[src/rtl/asm_pkg.sv]
package asm_pkg;

  typedef enum logic [2:0] {
    PH_IDLE,
    PH_SETUP,
    PH_HOLD,
    PH_DATA,
    PH_TURN
  } phase_t;

  // control word bit positions
  localparam int CB_EN    = 0;
  localparam int CB_MUX   = 1;
  localparam int CB_TYLO  = 2;
  localparam int CB_WIDE  = 4;
  localparam int CB_FLASH = 6;
  localparam int CB_WREN  = 12;
  localparam int CB_EXT   = 14;

  localparam logic [1:0]  MT_NOR = 2'd2;
  localparam logic [31:0] TW_OFF = 32'h0FFF_FFFF;

  typedef struct packed {
    logic [3:0] setup;
    logic [3:0] hold;
    logic [7:0] data;
    logic [3:0] turn;
  } tim_t;

  typedef struct packed {
    logic en;
    logic mux;
    logic wide;
    logic wren;
    logic ext;
  } ctl_t;

  function automatic tim_t unpack_tim(input logic [31:0] w);
    tim_t t;
    t.setup = w[3:0];
    t.hold  = w[7:4];
    t.data  = w[15:8];
    t.turn  = w[19:16];
    return t;
  endfunction

  function automatic ctl_t unpack_ctl(input logic [31:0] w);
    ctl_t c;
    c.en   = w[CB_EN];
    c.mux  = w[CB_MUX];
    c.wide = w[CB_WIDE];
    c.wren = w[CB_WREN];
    c.ext  = w[CB_EXT];
    return c;
  endfunction

  // counter load for a phase of max(v,1) cycles
  function automatic logic [7:0] ph_load(input logic [7:0] v);
    return (v == 8'd0) ? 8'd0 : v - 8'd1;
  endfunction

endpackage

[src/rtl/asm_cfg_bank.sv]
module asm_cfg_bank
  import asm_pkg::*;
#(
  parameter int NREG = 4,
  parameter int RW   = (NREG > 1) ? $clog2(NREG) : 1
) (
  input  logic          clk,
  input  logic          rst_n,
  input  logic          cfg_we,
  input  logic [RW-1:0] cfg_region,
  input  logic [1:0]    cfg_slot,
  input  logic [31:0]   cfg_wdata,
  output logic [31:0]   cfg_rdata,
  input  logic [RW-1:0] lk_region,
  output logic [31:0]   lk_ctrl,
  output logic [31:0]   lk_rwt,
  output logic [31:0]   lk_wt
);

  logic [31:0] ctrl_q [NREG];
  logic [31:0] rwt_q  [NREG];
  logic [31:0] wt_q   [NREG];

  function automatic logic [31:0] ctrl_fix(input logic [31:0] w);
    logic [31:0] r;
    r = w;
    if (w[CB_TYLO+1:CB_TYLO] == MT_NOR) r[CB_FLASH] = 1'b1;
    return r;
  endfunction

  always_ff @(posedge clk or negedge rst_n) begin
    if (!rst_n) begin
      for (int g = 0; g < NREG; g++) begin
        ctrl_q[g] <= '0;
        rwt_q[g]  <= TW_OFF;
        wt_q[g]   <= TW_OFF;
      end
    end else if (cfg_we) begin
      for (int g = 0; g < NREG; g++) begin
        if (cfg_region == RW'(g)) begin
          case (cfg_slot)
            2'd0: begin
              ctrl_q[g] <= ctrl_fix(cfg_wdata);
              if (!cfg_wdata[CB_EXT]) wt_q[g] <= TW_OFF;
            end
            2'd1: rwt_q[g] <= cfg_wdata;
            2'd2: if (ctrl_q[g][CB_EXT]) wt_q[g] <= cfg_wdata;
            default: ;
          endcase
        end
      end
    end
  end

  always_comb begin
    case (cfg_slot)
      2'd0:    cfg_rdata = ctrl_q[cfg_region];
      2'd1:    cfg_rdata = rwt_q[cfg_region];
      2'd2:    cfg_rdata = wt_q[cfg_region];
      default: cfg_rdata = '0;
    endcase
  end

  assign lk_ctrl = ctrl_q[lk_region];
  assign lk_rwt  = rwt_q[lk_region];
  assign lk_wt   = wt_q[lk_region];

endmodule

[src/rtl/asm_phase_fsm.sv]
module asm_phase_fsm
  import asm_pkg::*;
#(
  parameter int AW = 24,
  parameter int DW = 16
) (
  input  logic          clk,
  input  logic          rst_n,
  input  logic          req_valid,
  output logic          req_ready,
  input  logic          req_write,
  input  logic [AW-1:0] req_addr,
  input  logic [DW-1:0] req_wdata,
  input  logic [31:0]   lk_ctrl,
  input  logic [31:0]   lk_rwt,
  input  logic [31:0]   lk_wt,
  input  logic [DW-1:0] mem_dq_i,
  output phase_t        phase,
  output logic          acc_write,
  output logic          acc_mux,
  output logic [AW-1:0] acc_addr,
  output logic [DW-1:0] acc_wdata,
  output logic          rsp_valid,
  output logic          rsp_err,
  output logic [DW-1:0] rsp_rdata
);

  localparam logic [DW-1:0] LO_MASK = DW'(8'hFF);

  ctl_t        c_in;
  tim_t        t_in;
  tim_t        acc_t;
  logic        acc_wide;
  logic        hs;
  logic        refuse;
  logic [7:0]  cnt;
  logic [DW-1:0] rd_val;

  assign c_in      = unpack_ctl(lk_ctrl);
  assign t_in      = (req_write && c_in.ext) ? unpack_tim(lk_wt) : unpack_tim(lk_rwt);
  assign req_ready = (phase == PH_IDLE);
  assign hs        = req_valid && req_ready;
  assign refuse    = !c_in.en || (req_write && !c_in.wren);
  assign rd_val    = acc_wide ? mem_dq_i : (mem_dq_i & LO_MASK);

  always_ff @(posedge clk or negedge rst_n) begin
    if (!rst_n) begin
      phase     <= PH_IDLE;
      cnt       <= '0;
      acc_t     <= '0;
      acc_write <= 1'b0;
      acc_mux   <= 1'b0;
      acc_wide  <= 1'b0;
      acc_addr  <= '0;
      acc_wdata <= '0;
      rsp_valid <= 1'b0;
      rsp_err   <= 1'b0;
      rsp_rdata <= '0;
    end else begin
      rsp_valid <= 1'b0;
      case (phase)
        PH_IDLE: begin
          if (hs) begin
            if (refuse) begin
              rsp_valid <= 1'b1;
              rsp_err   <= 1'b1;
              rsp_rdata <= '0;
            end else begin
              acc_t     <= t_in;
              acc_write <= req_write;
              acc_mux   <= c_in.mux;
              acc_wide  <= c_in.wide;
              acc_addr  <= c_in.wide ? (req_addr >> 1) : req_addr;
              acc_wdata <= c_in.wide ? req_wdata : (req_wdata & LO_MASK);
              cnt       <= ph_load({4'd0, t_in.setup});
              phase     <= PH_SETUP;
            end
          end
        end
        PH_SETUP: begin
          if (cnt != 8'd0) begin
            cnt <= cnt - 8'd1;
          end else if (acc_mux) begin
            cnt   <= ph_load({4'd0, acc_t.hold});
            phase <= PH_HOLD;
          end else begin
            cnt   <= ph_load(acc_t.data);
            phase <= PH_DATA;
          end
        end
        PH_HOLD: begin
          if (cnt != 8'd0) begin
            cnt <= cnt - 8'd1;
          end else begin
            cnt   <= ph_load(acc_t.data);
            phase <= PH_DATA;
          end
        end
        PH_DATA: begin
          if (cnt != 8'd0) begin
            cnt <= cnt - 8'd1;
          end else begin
            rsp_valid <= 1'b1;
            rsp_err   <= 1'b0;
            rsp_rdata <= acc_write ? '0 : rd_val;
            if (!acc_write && acc_mux && acc_t.turn != 4'd0) begin
              cnt   <= {4'd0, acc_t.turn} - 8'd1;
              phase <= PH_TURN;
            end else begin
              phase <= PH_IDLE;
            end
          end
        end
        PH_TURN: begin
          if (cnt != 8'd0) cnt <= cnt - 8'd1;
          else             phase <= PH_IDLE;
        end
        default: phase <= PH_IDLE;
      endcase
    end
  end

endmodule

[src/rtl/asm_bus_drv.sv]
module asm_bus_drv
  import asm_pkg::*;
#(
  parameter int AW = 24,
  parameter int DW = 16
) (
  input  phase_t        phase,
  input  logic          acc_write,
  input  logic          acc_mux,
  input  logic [AW-1:0] acc_addr,
  input  logic [DW-1:0] acc_wdata,
  output logic          mem_cs_n,
  output logic          mem_oe_n,
  output logic          mem_we_n,
  output logic          mem_adv_n,
  output logic [AW-1:0] mem_addr,
  output logic [DW-1:0] mem_dq_o,
  output logic          mem_dq_oe
);

  logic in_addr;
  logic in_data;

  assign in_addr = (phase == PH_SETUP) || (phase == PH_HOLD);
  assign in_data = (phase == PH_DATA);

  always_comb begin
    mem_cs_n  = !(in_addr || in_data);
    mem_adv_n = !(phase == PH_SETUP && acc_mux);
    mem_oe_n  = !(in_data && !acc_write);
    mem_we_n  = !(in_data && acc_write);
    mem_addr  = acc_addr;
    if (in_addr && acc_mux) begin
      mem_dq_oe = 1'b1;
      mem_dq_o  = DW'(acc_addr);
    end else if (in_data && acc_write) begin
      mem_dq_oe = 1'b1;
      mem_dq_o  = acc_wdata;
    end else begin
      mem_dq_oe = 1'b0;
      mem_dq_o  = '0;
    end
  end

endmodule

[src/rtl/asm_timing_seq.sv]
module asm_timing_seq
  import asm_pkg::*;
#(
  parameter int NREG = 4,
  parameter int AW   = 24,
  parameter int DW   = 16,
  parameter int RW   = (NREG > 1) ? $clog2(NREG) : 1
) (
  input  logic          clk,
  input  logic          rst_n,
  input  logic          cfg_we,
  input  logic [RW-1:0] cfg_region,
  input  logic [1:0]    cfg_slot,
  input  logic [31:0]   cfg_wdata,
  output logic [31:0]   cfg_rdata,
  input  logic          req_valid,
  output logic          req_ready,
  input  logic          req_write,
  input  logic [RW-1:0] req_region,
  input  logic [AW-1:0] req_addr,
  input  logic [DW-1:0] req_wdata,
  output logic          rsp_valid,
  output logic          rsp_err,
  output logic [DW-1:0] rsp_rdata,
  output logic          mem_cs_n,
  output logic          mem_oe_n,
  output logic          mem_we_n,
  output logic          mem_adv_n,
  output logic [AW-1:0] mem_addr,
  output logic [DW-1:0] mem_dq_o,
  output logic          mem_dq_oe,
  input  logic [DW-1:0] mem_dq_i
);

  logic [31:0]   lk_ctrl, lk_rwt, lk_wt;
  phase_t        phase;
  logic          acc_write, acc_mux;
  logic [AW-1:0] acc_addr;
  logic [DW-1:0] acc_wdata;

  asm_cfg_bank #(.NREG(NREG), .RW(RW)) u_cfg (
    .clk(clk), .rst_n(rst_n),
    .cfg_we(cfg_we), .cfg_region(cfg_region), .cfg_slot(cfg_slot),
    .cfg_wdata(cfg_wdata), .cfg_rdata(cfg_rdata),
    .lk_region(req_region), .lk_ctrl(lk_ctrl), .lk_rwt(lk_rwt), .lk_wt(lk_wt)
  );

  asm_phase_fsm #(.AW(AW), .DW(DW)) u_fsm (
    .clk(clk), .rst_n(rst_n),
    .req_valid(req_valid), .req_ready(req_ready), .req_write(req_write),
    .req_addr(req_addr), .req_wdata(req_wdata),
    .lk_ctrl(lk_ctrl), .lk_rwt(lk_rwt), .lk_wt(lk_wt),
    .mem_dq_i(mem_dq_i), .phase(phase),
    .acc_write(acc_write), .acc_mux(acc_mux),
    .acc_addr(acc_addr), .acc_wdata(acc_wdata),
    .rsp_valid(rsp_valid), .rsp_err(rsp_err), .rsp_rdata(rsp_rdata)
  );

  asm_bus_drv #(.AW(AW), .DW(DW)) u_drv (
    .phase(phase), .acc_write(acc_write), .acc_mux(acc_mux),
    .acc_addr(acc_addr), .acc_wdata(acc_wdata),
    .mem_cs_n(mem_cs_n), .mem_oe_n(mem_oe_n), .mem_we_n(mem_we_n),
    .mem_adv_n(mem_adv_n), .mem_addr(mem_addr),
    .mem_dq_o(mem_dq_o), .mem_dq_oe(mem_dq_oe)
  );

endmodule

[config.mk]
export PLATFORM = sky130hd
export DESIGN_NAME = asm_timing_seq
export DESIGN_NICKNAME = d
export VERILOG_FILES = /design/src/rtl/asm_pkg.sv /design/src/rtl/asm_cfg_bank.sv /design/src/rtl/asm_phase_fsm.sv /design/src/rtl/asm_bus_drv.sv /design/src/rtl/asm_timing_seq.sv
export SDC_FILE = /design/constraint.sdc
export NUM_CORES = 1
export LEC_CHECK = 0
export ABC_CLOCK_PERIOD_IN_PS = 7100
export BUFFER_PORTS_ARGS = -buffer_cell sky130_fd_sc_hd__buf_2
export CAP_MARGIN = 20
export CORE_MARGIN = 4
export CORE_UTILIZATION = 37
export DETAILED_ROUTE_END_ITERATION = 7
export PLACE_DENSITY_LB_ADDON = 0.12
export SYNTH_ARGS = -nofsm -noshare
export SYNTH_HDL_FRONTEND = slang
export SYNTH_SLANG_ARGS = --single-unit
[constraint.sdc]
create_clock -name clk -period 7.1 [get_ports clk]
set_clock_uncertainty 0.1 [all_clocks]
set_input_delay 0.355 -clock clk [delete_from_list [all_inputs] [get_ports clk]]
set_output_delay 0.355 -clock clk [all_outputs]
set_load 0.01 [all_outputs]
* Word level (Yosys, flattened, before mapping)
Cells that the tools add are included.
** Storage, ports and cells
- Bits in registers :: 472
- Bits of input ports :: 99
- Output and inout bits :: 96
- Logic and storage cells :: 176
** Cells by class
- Add/sub/neg operators :: 5
- Order comparisons :: 2
- Equality and inequality tests :: 24
- Mux-type cells :: 71
- Bitwise gates (word level) :: 3
- Reduce and logical (&&, ||, !) cells :: 46
** Operators by type and width (number)
- binary-select mux 32 bit (select 2 bit) :: 6
- two-way mux 32 bit :: 11
- one-hot mux 32 bit (2 select lines) :: 4
- two-way mux 16 bit :: 8
- two-way mux 20 bit :: 5
- one-hot mux 32 bit (3 select lines) :: 1
- two-way mux 8 bit :: 11
- one-hot mux 8 bit (5 select lines) :: 1
- one-hot mux 16 bit (2 select lines) :: 1
- two-way mux 15 bit :: 2
- AND reduction 3 bit :: 9
- AND reduction 5 bit :: 5
- two-way mux 24 bit :: 1
- two-way mux 3 bit :: 7
- inequality test 2 bit, second input constant :: 8
- subtractor 8 x 1 -> 8 bit, second input constant :: 2
- one-hot mux 3 bit (5 select lines) :: 1
- subtractor 4 x 1 -> 5 bit, second input constant :: 3
- two-way mux 1 bit :: 10
- inequality test 2 x 1 -> 1 bit, second input constant :: 5
- logical AND 1 bit :: 9
- == test 2 bit, second input constant :: 4
- logical NOT 4 bit :: 2
- logical NOT 8 bit :: 1
- 19 further kinds :: 34

* Depth between registers and ports, before layout
- Depth after elaboration :: 11
- Mapped depth :: 10
- Depth with buffers taken out :: 8

* Hierarchy
Synthesis repeated with hierarchy kept, for this count alone.
** Second synthesis, totals
- Cells, all modules :: 1779
- Area total of the unflattened synthesis :: 25423.1 um^2
** Modules (own cells, without submodules)
- asm_cfg_bank :: instances 1, cells each 1219, area each 20250.7 um^2
- asm_phase_fsm :: instances 1, cells each 506, area each 4725.8 um^2
- asm_bus_drv :: instances 1, cells each 54, area each 446.7 um^2

* Worst setup path before layout
OpenSTA, ideal clock, no wires.
- Kind :: input to register
- Start point :: input req_region[1]
- End point :: register u_fsm.cnt[2]
- Library setup time :: 0.121 ns
- Data arrival time :: 2.330 ns
- Data required time :: 6.879 ns
- Setup slack :: 4.549 ns
- Stages :: 10
- Path buffers :: 2
- Cells stage by stage :: clkbuf_1 > mux2i_1 > o22ai_1 > buf_8 > mux2i_1 > ha_1 > inv_1 > o2111ai_1 > nand4_1 > a22o_1
** Between the ends
- Longest elaborated chain between the ends :: 11
** Ends and longest elaborated chain
- from (decl) :: RTL line asm_timing_seq.sv:19 : input logic [RW-1:0] req_region,
- NOT 2 -> 3 bit (not written as such) (*) :: RTL line asm_cfg_bank.sv:64, asm_cfg_bank.sv:65, asm_cfg_bank.sv:66
- binary-select mux 32 bit (select 2 bit) :: RTL line asm_cfg_bank.sv:64 : assign lk_ctrl = ctrl_q[lk_region];
- two-way mux 15 bit (not written as such) (2 in series) :: RTL line asm_cfg_bank.sv:64
- logical AND 1 bit :: RTL line asm_phase_fsm.sv:40 : assign t_in = (req_write && c_in.ext) ? unpack_tim(lk_wt) : unpack_tim(lk_rwt);
- two-way mux 20 bit :: RTL line asm_phase_fsm.sv:40
- subtractor 4 x 1 -> 5 bit or logical NOT 4 bit (tied branches) :: RTL line asm_pkg.sv:59 : return (v == 8'd0) ? 8'd0 : v - 8'd1;
- two-way mux 8 bit :: RTL line asm_pkg.sv:59
- two-way mux 8 bit :: RTL line asm_phase_fsm.sv:64 : if (refuse) begin
- two-way mux 8 bit :: RTL line asm_phase_fsm.sv:63 : if (hs) begin
- one-hot mux 8 bit (5 select lines) :: RTL line asm_phase_fsm.sv:61 : case (phase)
- to (signal assigned) :: RTL line asm_phase_fsm.sv:75 : cnt <= ph_load({4'd0, t_in.setup});
- to (signal assigned) :: RTL line asm_phase_fsm.sv:82 : cnt <= cnt - 8'd1;
- to (signal assigned) :: RTL line asm_phase_fsm.sv:84 : cnt <= ph_load({4'd0, acc_t.hold});
- to (decl) :: RTL line asm_phase_fsm.sv:36 : logic [7:0] cnt;
Every way passes the cells marked *; elsewhere a longest branch is shown, timed or not. The select of a mux whose other input is x is not followed.
A chain may end at the register's enable or synchronous reset.

* Worst setup path after layout
- Start point :: register u_fsm.phase[2]
- End point :: output mem_dq_o[10]
** Between the ends
- Longest elaborated chain between the ends :: 4
** Ends and longest elaborated chain
- from (decl) :: RTL line asm_phase_fsm.sv:18 : output phase_t phase,
- from (signal assigned) :: RTL line asm_phase_fsm.sv:48 : phase <= PH_IDLE;
- from (signal assigned) :: RTL line asm_phase_fsm.sv:76 : phase <= PH_SETUP;
- from (signal assigned) :: RTL line asm_phase_fsm.sv:85 : phase <= PH_HOLD;
- == test 3 x 2 -> 1 bit, or another cell as far along :: RTL line asm_bus_drv.sv:25 : assign in_data = (phase == PH_DATA);
- logical AND 1 bit or logical OR 1 bit (tied branches) :: RTL line asm_bus_drv.sv:36, asm_bus_drv.sv:24
- two-way mux 16 bit or logical AND 1 bit (tied branches) :: RTL line asm_bus_drv.sv:36, asm_bus_drv.sv:33
- two-way mux 16 bit (*) :: RTL line asm_bus_drv.sv:33 : if (in_addr && acc_mux) begin
- to (decl) :: RTL line asm_timing_seq.sv:30 : output logic [DW-1:0] mem_dq_o,
Every way passes the cells marked *; elsewhere a longest branch is shown, timed or not.

==> results.py <==
metrics = {
    "outcome": {
        "status": "finished, final reports clean",
    },
    "layout": {
        "final_common_cell": "mux2_2",
        "nFillCells": 5716,
        "syn_to_final_growth_pct": 19.36,
        "nNetsFinal": 2176,
        "ff_latch_area_um2": 12090,
        "drive_above_1_share": 0.4487,
        "layout_common_cells": "mux2_2, dfrtp_1, nand2_1, dfstp_2, o21ai_0",
        "multi_input_area_um2": 10510,
        "final_cells": 2954,
    },
    "power": {
        "internal_power_mw": 6.678,
        "ir_drop_v": 0.0001897,
        "p_leak_nw": 11.66,
        "clkPwrFrac": 0.293,
        "swShare": 0.3053,
        "p_per_area_nw_per_um2": 347.5,
        "pwr-share-seq": 0.437,
        "power_mw": 9.613,
        "p_comb_frac": 0.270,
        "p_switching_mw": 2.934,
    },
    "floorplanning": {
        "num_io_pins": 195,
        "die_w_um": 258.3,
        "core_area_um2": 61830,
        "die_h_um": 258.3,
        "fp-row-count": 91,
        "die_area_um2": 66710,
        "initial_core_util": 0.3749,
    },
    "place": {
        "placed_cells": 2765,
        "pre_cts_ws_ns": 3.550,
        "portBuffers": 194,
        "gp_congestion": 0.8396,
        "hpwlAfterDp_um": 40040,
    },
    "sta": {
        "max_freq_mhz": 302.7,
        "tns_ns": 0,
        "drv_slew": 0,
        "worst_pin_slew_ns": 1.259,
        "setup_viol": 0,
        "finalCritPeriodShare": 0.4654,
        "period_needed_ns": 3.304,
        "rsz0062_at_grt": "false",
        "layout_setup_ws_ns": 3.796,
        "maxSlewHeadroom": 0.1609,
        "finalHoldViolCount": 0,
    },
    "route": {
        "drc": 0,
        "drt_iter0_drc": 837,
        "wirelength_um": 63530,
        "vias_per_cell": 5.286,
        "drtPass1Iterations": 5,
        "wl_per_cell_um": 21.51,
        "vias": 15610,
        "antenna_left": 0,
    },
    "yosys": {
        "synth-seq-area-share": 0.5217,
        "syn-num-nets": 1947,
        "netlist_area_um2": 23180,
        "ys_seq_elements": 472,
        "async_reset_ff_frac": 1.000,
        "synth.distinct_cells": 58,
        "synth_edf_count": 0,
        "ys.flop_type": "dfrtp_1",
        "avgSynthCellArea_um2": 12.60,
        "yosysWarningCount": 0,
        "postSynthCellCount": 1840,
    },
    "setup_path": {
        "worstPathArrival_ns": 2.85,
        "r2r_cells": 8,
        "r2r_setup_slack_ns": 4.10,
        "crit_fanout": 12,
        "rr_startpoint": "u_fsm.cnt[0]$_DFFE_PN0P_",
        "crit_type": "reg2out",
        "endpoint_kind": "primary output",
        "reg2reg_to": "u_fsm.cnt[6]$_DFFE_PN0P_",
        "startpoint_type": "register",
        "crit_required_ns": 6.64,
    },
    "cts": {
        "cts.clk_slew.worst_paths_ns": 0.06,
        "htree_num_levels": 2,
        "cts_tree": "yes",
        "clock_latency_ns": 0.61,
        "cts_buffers": 55,
        "clockBufferDepth": 3,
        "clkSinkCount": 472,
        "clockRootBuffer": "clkbuf_16",
    },
    "global_route": {
        "grt_max_degree": 186,
        "grt_overflow": 0,
        "grtUsageTotal": 0.1887,
        "grt_pass1_vias": 16270,
        "grt_pass1_wl_um": 99150,
        "antenna_found_initial": 4,
    },
    "min_path": {
        "min_from": "cfg_wdata[28]",
        "min_to": "u_cfg.rwt_q[28]$_DFFE_PN0P_",
        "min_path_cells": 2,
        "hold_path_class": "in2reg",
    },
    "job": {
        "maxCapViolCount": 0,
    },
}
[kinds of logic after synthesis]
group | after synthesis | synth area share
fa+ha+maj | 8 | 0.004319
buf+inv | 165 | 0.02818
xor+xnor | 11 | 0.004157
compound gates | 320 | 0.07525
flops | 472 | 0.5217
mux | 477 | 0.2953
simple gates | 387 | 0.07109
[power groups by stage]
stage / registers [mW] / clock network [mW] / logic [mW]
after floorplan: 4.09 / 0 / 1.78
after global placement: 4.20 / 0 / 2.53
after detailed placement: 4.24 / 0 / 2.57
after CTS: 4.20 / 2.91 / 2.62
after global routing: 4.31 / 3.03 / 2.86
final: 4.20 / 2.82 / 2.59
[area by class of cell]
cell class	instances	area share
Clock inverter	16	0.006603
Tap cell	837	0.03785
Sequential cell	472	0.4371
Timing Repair Buffer	305	0.07494
Multi-Input combinational cell	1203	0.3799
Antenna cell	2	0.0001809
Clock buffer	87	0.05916
Inverter	32	0.004342
[cells in the mapped netlist, drive strengths merged, types with 2 or more instances]
cell type / n / area [um2]
mux2: 259 / 2917
dfrtp: 248 / 6206
nand2: 227 / 852.1
dfstp: 224 / 5886
o21ai: 217 / 1086
mux4: 139 / 3138
clkbuf: 100 / 375.4
nor2: 88 / 330.3
mux2i: 79 / 790.8
a21oi: 56 / 280.3
buf: 33 / 157.6
inv: 32 / 120.1
nand3: 16 / 80.08
a22o: 11 / 96.34
nand2b: 10 / 62.56
ha: 8 / 100.1
nor3: 8 / 45.04
xnor2: 8 / 70.07
and2: 7 / 47.55
nand3b: 7 / 52.55
o211ai: 5 / 37.54
o31ai: 5 / 37.54
a211o: 4 / 35.03
a22oi: 4 / 30.03
a31oi: 4 / 25.02
or3: 4 / 25.02
and3: 3 / 18.77
nor2b: 3 / 18.77
o22ai: 3 / 18.77
or2: 3 / 18.77
xor2: 3 / 26.28
a32oi: 2 / 17.52
nor3b: 2 / 15.01
nor4b: 2 / 17.52
o21a: 2 / 15.01
or4: 2 / 18.77
[metal layers]
| metal | global-route usage | up-vias | wire length (um) |
|---|---|---|---|
| li1 | - | 7146 | - |
| met1 | 0.2695 | 8045 | 29380 |
| met2 | 0.3078 | 342 | 30160 |
| met3 | 0.02648 | 77 | 2673 |
| met4 | 0.04513 | 4 | 1295 |
| met5 | 0 | - | 34 |
[worst max path at each step]
| stage | from | end |
|---|---|---|
| 3_3_place_gp | cfg_region[0] | u_cfg.wt_q[112]$_DFFE_PN1P_ |
| 3_5_place_dp | cfg_region[0] | u_cfg.rwt_q[29]$_DFFE_PN0P_ |
| 4_1_cts | u_fsm.phase[2]$_DFFE_PN0P_ | mem_dq_o[10] |
| 2_1_floorplan | req_region[1] | u_fsm.cnt[2]$_DFFE_PN0P_ |
| 6_report | u_fsm.phase[2]$_DFFE_PN0P_ | mem_dq_o[10] |
| 5_1_grt | u_fsm.phase[2]$_DFFE_PN0P_ | mem_dq_o[10] |
[repair_timing]
action / in CTS / in global routing
setup buffers: 0 / 0
setup endpoints to repair: 0 / 0
hold buffers: 84 / 0
resized for setup: 0 / 0
endpoints found under the hold margin: 218 / 0
[sequential cells by signal (all words and copies together) (netlist names)]
name / count
u_cfg.ctrl_q: 128
u_cfg.rwt_q: 128
u_cfg.wt_q: 128
u_fsm.acc_addr: 24
u_fsm.acc_mux: 1
u_fsm.acc_t: 16
u_fsm.acc_wdata: 16
u_fsm.acc_wide: 1
u_fsm.acc_write: 1
u_fsm.cnt: 8
u_fsm.phase: 3
u_fsm.rsp_err: 1
u_fsm.rsp_rdata: 16
u_fsm.rsp_valid: 1
[through the flow]
step | utilization | cell area, um2 | hold WS (ns)
5_1_grt | 0.4474 | 27660 | 0.03372
4_1_cts | 0.4474 | 27660 | 0.001817
2_1_floorplan | - | 23180 | -0.04059
3_3_place_gp | 0.4044 | 25000 | 0.2742
6_report | 0.4475 | 27670 | 0.03212
3_5_place_dp | 0.4044 | 25000 | 0.2740
[critical path: stages, from the launching register on]
cell and delay [ns]:
dfrtp_1 0.51, inv_1 0.17, and3_1 0.29, and2_1 0.57, inv_1 0.31, o21ai_0 0.23, buf_2 0.18
No activity file was read; power rests on OpenSTA's default activity.
